$ cat src/rtl/qbi_pkg.sv
package qbi_pkg;
   localparam int PAY_W = 8;
   localparam int SIG_W = 4;
   localparam int PAIR_BITS = 2 * PAY_W;

   // Bit at position pos of one octet; sig_oct selects the signaling octet.
   function automatic logic weave_bit(input logic [PAY_W-1:0] pay,
                                      input logic [SIG_W-1:0] sig,
                                      input logic sig_oct,
                                      input logic [2:0] pos);
      int step;
      step = int'(pos[2:1]);
      if (!pos[0])
         return pay[(sig_oct ? 3 : 7) - step];
      else if (sig_oct)
         return sig[3 - step];
      else
         return 1'b0;
   endfunction
endpackage

$ cat src/rtl/qbi_position_counter.sv
module qbi_position_counter #(
   parameter int BPS   = 64,
   parameter int SLOTS = 32,
   localparam int BW = $clog2(BPS),
   localparam int SW = $clog2(SLOTS)
) (
   input  logic          clk,
   input  logic          rst_n,
   output logic [BW-1:0] bit_cnt,
   output logic [SW-1:0] slot_cnt,
   output logic          started,
   output logic          adv
);
   localparam logic [BW-1:0] LAST_BIT  = BW'(BPS - 1);
   localparam logic [SW-1:0] LAST_SLOT = SW'(SLOTS - 1);

   always_ff @(posedge clk or negedge rst_n) begin
      if (!rst_n) begin
         started  <= 1'b0;
         bit_cnt  <= '0;
         slot_cnt <= '0;
      end else if (!started) begin
         started <= 1'b1;
      end else if (bit_cnt == LAST_BIT) begin
         bit_cnt  <= '0;
         slot_cnt <= (slot_cnt == LAST_SLOT) ? '0 : slot_cnt + 1'b1;
      end else begin
         bit_cnt <= bit_cnt + 1'b1;
      end
   end

   assign adv = rst_n && (!started || bit_cnt == LAST_BIT);
endmodule

$ cat src/rtl/qbi_slot_latch.sv
module qbi_slot_latch #(
   parameter int NUM_CH = 4,
   localparam int PW = NUM_CH * qbi_pkg::PAY_W,
   localparam int SW = NUM_CH * qbi_pkg::SIG_W
) (
   input  logic          clk,
   input  logic          rst_n,
   input  logic          load,
   input  logic [PW-1:0] pay_in,
   input  logic [SW-1:0] sig_in,
   output logic [PW-1:0] pay_q,
   output logic [SW-1:0] sig_q
);
   localparam int P = qbi_pkg::PAY_W;
   localparam int S = qbi_pkg::SIG_W;

   for (genvar g = 0; g < NUM_CH; g++) begin : g_ch
      always_ff @(posedge clk or negedge rst_n) begin
         if (!rst_n) begin
            pay_q[g*P +: P] <= '0;
            sig_q[g*S +: S] <= '0;
         end else if (load) begin
            pay_q[g*P +: P] <= pay_in[g*P +: P];
            sig_q[g*S +: S] <= sig_in[g*S +: S];
         end
      end
   end
endmodule

$ cat src/rtl/qbi_bit_select.sv
module qbi_bit_select #(
   parameter int NUM_CH = 4,
   localparam int BW = $clog2(NUM_CH * qbi_pkg::PAIR_BITS),
   localparam int PW = NUM_CH * qbi_pkg::PAY_W,
   localparam int SW = NUM_CH * qbi_pkg::SIG_W
) (
   input  logic [PW-1:0] pay_q,
   input  logic [SW-1:0] sig_q,
   input  logic [BW-1:0] bit_cnt,
   input  logic          en,
   output logic          ser
);
   localparam int P = qbi_pkg::PAY_W;
   localparam int S = qbi_pkg::SIG_W;

   logic [NUM_CH-1:0] cand;

   for (genvar g = 0; g < NUM_CH; g++) begin : g_weave
      assign cand[g] = qbi_pkg::weave_bit(pay_q[g*P +: P], sig_q[g*S +: S],
                                          bit_cnt[3], bit_cnt[2:0]);
   end

   assign ser = en & cand[bit_cnt[BW-1:4]];
endmodule

$ cat src/rtl/quad_bit_interleaver.sv
module quad_bit_interleaver #(
   parameter int NUM_CH = 4,
   parameter int SLOTS  = 32,
   localparam int BPS = NUM_CH * qbi_pkg::PAIR_BITS,
   localparam int BW  = $clog2(BPS),
   localparam int SW  = $clog2(SLOTS),
   localparam int PW  = NUM_CH * qbi_pkg::PAY_W,
   localparam int GW  = NUM_CH * qbi_pkg::SIG_W
) (
   input  logic          clk,
   input  logic          rst_n,
   input  logic [PW-1:0] pay_in,
   input  logic [GW-1:0] sig_in,
   output logic          adv,
   output logic          ser_out,
   output logic          fsync,
   output logic [SW-1:0] slot_idx,
   output logic [BW-1:0] bit_idx
);
   if (NUM_CH < 2 || (NUM_CH & (NUM_CH - 1)) != 0) begin : g_bad_ch
      $error("NUM_CH must be a power of two, at least 2");
   end
   if (SLOTS < 2) begin : g_bad_slots
      $error("SLOTS must be at least 2");
   end

   localparam logic [SW-1:0] LAST_SLOT = SW'(SLOTS - 1);
   localparam logic [BW-1:0] LEAD_BIT  = BW'(BPS - 2);

   logic          started;
   logic [PW-1:0] pay_q;
   logic [GW-1:0] sig_q;

   qbi_position_counter #(.BPS(BPS), .SLOTS(SLOTS)) u_pos (
      .clk(clk), .rst_n(rst_n), .bit_cnt(bit_idx), .slot_cnt(slot_idx),
      .started(started), .adv(adv)
   );

   qbi_slot_latch #(.NUM_CH(NUM_CH)) u_latch (
      .clk(clk), .rst_n(rst_n), .load(adv), .pay_in(pay_in), .sig_in(sig_in),
      .pay_q(pay_q), .sig_q(sig_q)
   );

   qbi_bit_select #(.NUM_CH(NUM_CH)) u_sel (
      .pay_q(pay_q), .sig_q(sig_q), .bit_cnt(bit_idx), .en(started),
      .ser(ser_out)
   );

   assign fsync = started &&
                  ((slot_idx == '0 && bit_idx < BW'(2)) ||
                   (slot_idx == LAST_SLOT && bit_idx >= LEAD_BIT));
endmodule

$ cat config.mk
export PLATFORM = sky130hd
export DESIGN_NAME = quad_bit_interleaver
export DESIGN_NICKNAME = d
export VERILOG_FILES = /design/src/rtl/qbi_pkg.sv /design/src/rtl/qbi_position_counter.sv /design/src/rtl/qbi_slot_latch.sv /design/src/rtl/qbi_bit_select.sv /design/src/rtl/quad_bit_interleaver.sv
export SDC_FILE = /design/constraint.sdc
export NUM_CORES = 1
export LEC_CHECK = 0
export ABC_AREA = 1
export BUFFER_PORTS_ARGS = -buffer_cell sky130_fd_sc_hd__buf_2
export CORE_AREA = 2 2 96 98
export CTS_CLUSTER_SIZE = 20
export DETAILED_ROUTE_END_ITERATION = 8
export DIE_AREA = 0 0 98 100
export PLACE_DENSITY_LB_ADDON = 0.25
export SLEW_MARGIN = 20
export SYNTH_ARGS = -nofsm -noshare
export SYNTH_HDL_FRONTEND = slang
export SYNTH_SLANG_ARGS = --single-unit
$ cat constraint.sdc
create_clock -name clk -period 2 [get_ports clk]
set_clock_uncertainty 0.05 [all_clocks]
set_input_delay 0.2 -clock clk [delete_from_list [all_inputs] [get_ports clk]]
set_output_delay 0.2 -clock clk [all_outputs]
set_load 0.01 [all_outputs]
==> results of run 1 <==
[cells in the mapped netlist (all sizes together)]
library cell  instances  area [um^2]
nand4                 2         12.5
or2                   1         6.26
nor3                  2         10.0
conb                  1         3.75
dfrtp                60         1500
nand3b                1         7.51
buf                  18          141
ha                    4         50.1
nor4                  2         18.8
nand3                30          150
inv                  23         91.3
a21oi                 8         40.0
xor2                  2         17.5
o21ai                14         70.1
nor2                 22         85.1
nand2               210          796
[final cells by class]
cell class              instances  area [um^2]
well taps                     111          139
fillers                       907         4830
clock buffers                  11          141
flip-flops and latches         60         1500
inverters                      23          110
multi-input cells             299         1410
clock inverters                 5         75.1
repair buffers                 99          672
repair inverters                1         8.76
[per-layer routing]
| layer | vias up | global-route usage (%) | wire length, um |
|---|---|---|---|
| met5 | - | 0 | 0 |
| met4 | 0 | 6.41 | 95 |
| li1 | 1428 | - | - |
| met2 | 63 | 27.2 | 3690 |
| met1 | 1305 | 22.1 | 3720 |
| met3 | 7 | 3.34 | 301 |
[flip-flops by register name, summed over array words and instances, names as in the netlist]
signal          cells
u_pos.started       1
u_latch.pay_q      32
u_latch.sig_q      16
u_pos.slot_cnt      5
u_pos.bit_cnt       6
[logic make-up (layout without fill, tap and decap cells)]
logic type	count (synthesis)	after routing	share of synthesized area [%]
AOI/OAI and AO/OA	22	22	3.67
xor gates and xnor gates	2	2	0.584
adders and majority gates	4	4	1.67
buffers and inverters	41	139	7.75
DFF	60	60	50.0
other	1	1	0.125
and+or+nand+nor	270	270	36.2
[worst max path at each step]
| stage | endpoint | cells after the start | slack (ns) | from |
|---|---|---|---|---|
| 2_1_floorplan | ser_out | 11 | 0.41 | u_pos.bit_cnt[1] |
| 3_3_place_gp | ser_out | 13 | 0.27 | u_pos.bit_cnt[1] |
| 3_5_place_dp | ser_out | 13 | 0.22 | u_pos.bit_cnt[1] |
| 4_1_cts | ser_out | 11 | -0.06 | u_pos.bit_cnt[1] |
| 5_1_grt | ser_out | 13 | -0.14 | u_pos.bit_cnt[1] |
| 6_report | ser_out | 13 | -0.02 | u_pos.bit_cnt[1] |
[repair_timing]
| item | 4_1_cts | 5_1_grt |
|---|---|---|
| hold endpoints to repair | 19 | 0 |
| setup buffers | 3 | 1 |
| pin swaps | 6 | 18 |
| resized for setup | 15 | 42 |
| gates cloned | 1 | 1 |
| setup endpoints to repair | 3 | 3 |
| hold buffers | 19 | 0 |
[worst reg2reg max path: cells and delay by family, from the launching register on]
kind          cells  cell delay (ns)
simple gates      6             0.57
flops             1             0.47
buf+inv           2             0.38
fa+ha+maj         1             0.22
[where the power goes]
group          internal (mW)  switching [mW]
logic                  0.748            1.03
registers               1.42           0.192
clock network          0.729           0.480
==> metrics.yaml, run 1 <==
fin_crit_sh_pct: 101
nNetsFinal: 547
finalWorstSetupSlack_ns: -0.0207
critical_path_buf_inv_count: 3
p_leak_nw: 2.17
rsz0062_at_grt: "true"
instances_no_fill: 609
syn2layout_area_growth_pct: 35.2
wl_mm: 7.80
dieArea_mm2: 0.00980
power_mw: 4.60
core-area_mm2: 0.00889
clkLatencyLatePin_ns: 0.34
place.gp.congestion: 0.839
drive_gt1_share_pct: 27.9
syn_inst: 400
n_antenna_cell: 0
avgRoutedWirePerCell_um: 12.8
slew_viol_final: 0
layout_common_cells: "193 x nand2_1, 63 x buf_2, 58 x dfrtp_1"
routed-via-count: 2803
ioPinCount: 64
whs_path_depth: 3
hold_path_class: "in2reg"
die_y_um: 100
drtAntennaViolNets: 0
via_per_inst: 4.60
worstSetupPathType: "reg2out"
r2r-start: "u_pos.bit_cnt[1]"
cap_violations: 0
failed_checks: "setup timing"
r2r_end: "u_latch.pay_q[13]"
grt_max_degree: 61
ys_ff_latch: 60
path_cells: "clkinv_4, buf_12, nand2_2, nand3_1, nand2_2, nand2_2, nand2_1, nor2_1, nand2_1, nand2_1, nand2_1, nand2_1, buf_2"
root_buffer: "clkbuf_8"
die_w_um: 98
grt_pass1_wl_mm: 13.0
mostFrequentLayoutCell: "nand2_1"
dp_cells: 568
cp_max_fo: 7
vdd_ir_drop_max_mv: 0.424
finalHoldViolCount: 0
ys_warn_count: 0
cts_tree: "yes"
r2r_cells: 9
antenna_found_initial: 0
ys_seq_area_share_pct: 50.0
grt.total_usage_pct: 16.7
avgSynthCellArea_um2: 7.50
synthesis.nets: 454
r2r_slack_ns: 0.25
post-dp-hpwl_mm: 5.27
start_util_pct: 33.8
holdWs_ns: 0.00607
setup_tns_ns: -0.0207
cp_top_family: "simple AND/OR/NAND/NOR gates"
cpMaxStageDelayCell: "dfrtp_2"
hp-start: "sig_in[5]"
grt_pass1_vias: 2805
slowest_delay_ns: 0.46
detail_route.iter0.violations: 161
pre_cts_slack_ns: 0.223
status: "finished with violations"
critPathLaunchType: "flip-flop"
ys_types: 24
cts_buffers: 9
relSlewSlack_pct: 48.4
powerDensity_mw_per_mm2: 1130
max_freq_mhz: 495
crit_top_cell: "nand2_1"
holdPathEnd: "u_latch.sig_q[5]"
drt-pass1-iter-count: 4
synth_area_mm2: 0.00300
path_clk_slew_ns: 0.07
placed_cell_area_mm2: 0.00340
worstMarginPinSlew_ns: 0.773
setup_viol_count_final: 1
overflow: 0
drc: 0
cts.sinks: 60
crit_required_ns: 1.75
io_buffers: 63
end_kind: "primary output"
fin_util_pct: 45.6
cts.path.max_buffers: 2
fin_crit_ns: 2.02
std_cell_rows: 35
cts_htree_levels: 3
final_area_mm2: 0.00406
crit_arrival_ns: 1.77
Note: power is estimated with default switching activity, not from simulation.
==> run 2, diff against run 1 <==
--- a/config.mk
+++ b/config.mk
@@ -7,6 +7,8 @@
 export LEC_CHECK = 0
 export ABC_AREA = 1
 export BUFFER_PORTS_ARGS = -buffer_cell sky130_fd_sc_hd__buf_2
+export CELL_PAD_IN_SITES_DETAIL_PLACEMENT = 0
+export CELL_PAD_IN_SITES_GLOBAL_PLACEMENT = 1
 export CORE_AREA = 2 2 96 98
 export CTS_CLUSTER_SIZE = 20
 export DETAILED_ROUTE_END_ITERATION = 8
==> run 2 against run 1 <==
  * Via count is 0.96% lower
  * Die area unchanged
  * Routed wire length increased by 2.7%
  * Sequential share of layout area increased by 0.48 points
  * Cell area down 1.2%
  * Maximum frequency fell by 4.3%
  * Largest power group unchanged
  * Clock-buffer cell count rose by 1
  * Sequential power barely moved
  * Sequential cell count stayed put
  * The flow still finishes with violations (setup timing)
==> metrics.yaml, run 2 (synthesis gave the netlist of run 1 again) <==
crit_arrival_ns: 1.86
largest_register: "u_latch.pay_q"
critical_path_buf_inv_count: 3
cts_tree: "yes"
core-area_mm2: 0.00889
whs_path_depth: 3
setup_viol_count_final: 2
reg_top3: "u_latch.pay_q: 32 flops, u_latch.sig_q: 16 flops, u_pos.bit_cnt: 6 flops"
cts.sinks: 60
place.gp.congestion: 0.831
cp_top_family: "buffers and inverters"
fillers: 948
std_cell_rows: 35
worst-path-stages: 9
failed_checks: "setup timing"
overflow: 0
largest_reg_flops: 32
cap_violations: 0
cts.path.max_buffers: 2
drt-pass1-iter-count: 4
crit_required_ns: 1.75
finalHoldViolCount: 0
avgRoutedWirePerCell_um: 13.3
setup_tns_ns: -0.180
powerDensity_mw_per_mm2: 1170
power_mw: 4.68
die_w_um: 98
clkLatencyLatePin_ns: 0.34
max_freq_mhz: 474
finalWorstSetupSlack_ns: -0.111
root_buffer: "clkbuf_8"
vdd_ir_drop_max_mv: 0.536
detail_route.iter0.violations: 99
dieArea_mm2: 0.00980
antenna_found_initial: 0
syn2layout_area_growth_pct: 33.6
cpMaxStageDelayCell: "dfrtp_2"
r2r_cells: 9
slowest_delay_ns: 0.49
grt_pass1_vias: 2633
end_kind: "primary output"
mostFrequentLayoutCell: "nand2_1"
status: "finished with violations"
hold_path_class: "in2reg"
pre_cts_slack_ns: 0.228
dp_cells: 566
drive_gt1_share_pct: 26.1
via_per_inst: 4.61
grt_pass1_wl_mm: 13.2
worstSetupPathType: "reg2out"
post-dp-hpwl_mm: 4.98
cts_buffers: 9
routed-via-count: 2776
p_leak_nw: 2.15
n_antenna_cell: 0
nNetsFinal: 540
holdWs_ns: 0.00756
drtAntennaViolNets: 0
grt_max_degree: 61
path_clk_slew_ns: 0.07
instances_no_fill: 602
path_cells: "buf_6, bufbuf_16, nand2_1, nand3_1, nand3_1, nand3_2, nand4_1, nand2_1, buf_2"
wl_mm: 8.01
cts_htree_levels: 3
rsz0062_at_grt: "true"
grt.total_usage_pct: 17.0
relSlewSlack_pct: 48.0
io_buffers: 63
start_util_pct: 33.8
worstMarginPinSlew_ns: 0.780
critPathLaunchType: "flip-flop"
die_y_um: 100
cp_max_fo: 6
fin_crit_ns: 2.11
slew_viol_final: 0
drc: 0
ioPinCount: 64
fin_crit_sh_pct: 106
layout_common_cells: "204 x nand2_1, 63 x buf_2, 57 x dfrtp_1"
## run 2: changes by cell type in the layout (fill, tap and decap cells not counted), moves of 3 or more
cell	delta
nand2_1	+11
nand2_2	-11
dlygate4sd3_1	-10
nand3_1	+3
buf_6	-3
nand3_2	-3
buf_12	+3
## run 2: final cells by class
| type | count | area (um^2) | share of cell area (%) |
|---|---|---|---|
| sequential | 60 | 1510 | 37.5 |
| multi-input combinational | 299 | 1370 | 34.1 |
| timing repair buffer | 92 | 676 | 16.9 |
| clock buffer | 12 | 155 | 3.87 |
| tap | 111 | 139 | 3.46 |
| inverter | 23 | 110 | 2.75 |
| clock inverter | 4 | 47.5 | 1.19 |
| timing repair inverter | 1 | 8.76 | 0.218 |
## run 2: per-layer routing
layer | wire (um) | track usage, % | up-vias | share of wire (%)
met2 | 3540 | 26.0 | 59 | 44
met4 | 73 | 4.17 | 0 | 0.91
li1 | - | - | 1418 | -
met5 | 0 | 0 | - | 0
met1 | 4030 | 24.6 | 1289 | 50
met3 | 367 | 4.04 | 10 | 4.6
## run 2: worst register-to-register path, stage by stage (launching register included)
cell and delay [ns]:
dfrtp_2 0.49, ha_1 0.23, nand3_1 0.11, nor2_2 0.05
nor2_1 0.15, inv_2 0.09, nand2_8 0.13, buf_12 0.22
nand2_1 0.11, nand2_1 0.07
## run 2: through the flow
step	utilization, %	area, um^2
after global routing	45.1	4010
after CTS	44.1	3920
final	45.1	4010
after detailed placement	38.4	3410
after floorplan	-	3000
after global placement	38.4	3410
## run 2: power by group
part,total [mW],switching (mW),internal (mW),leakage (nW)
Sequential,1.63,0.212,1.42,0.741
Clock,1.13,0.494,0.640,0.102
Combinational,1.91,1.05,0.862,1.31
Total,4.68,1.75,2.92,2.15
## run 2: timing repair
action,4_1_cts,5_1_grt
endpoints found under the hold margin,9,0
endpoints found under the setup margin,2,3
resized for setup,21,21
setup buffers,4,3
hold buffers,9,0
pin swaps,12,16
gates cloned,4,1
## run 2: worst paths after layout
kind                                  start                 to  slack, ns
min in group asynchronous             rst_n  u_latch.pay_q[18]       0.06
max reg2reg                u_pos.bit_cnt[1]   u_latch.sig_q[4]       0.23
min                              pay_in[25]  u_latch.pay_q[25]      0.008
max                        u_pos.bit_cnt[1]            ser_out      -0.11
min reg2reg                u_latch.pay_q[9]   u_latch.pay_q[9]       0.43
max in group asynchronous             rst_n   u_pos.bit_cnt[3]       1.26
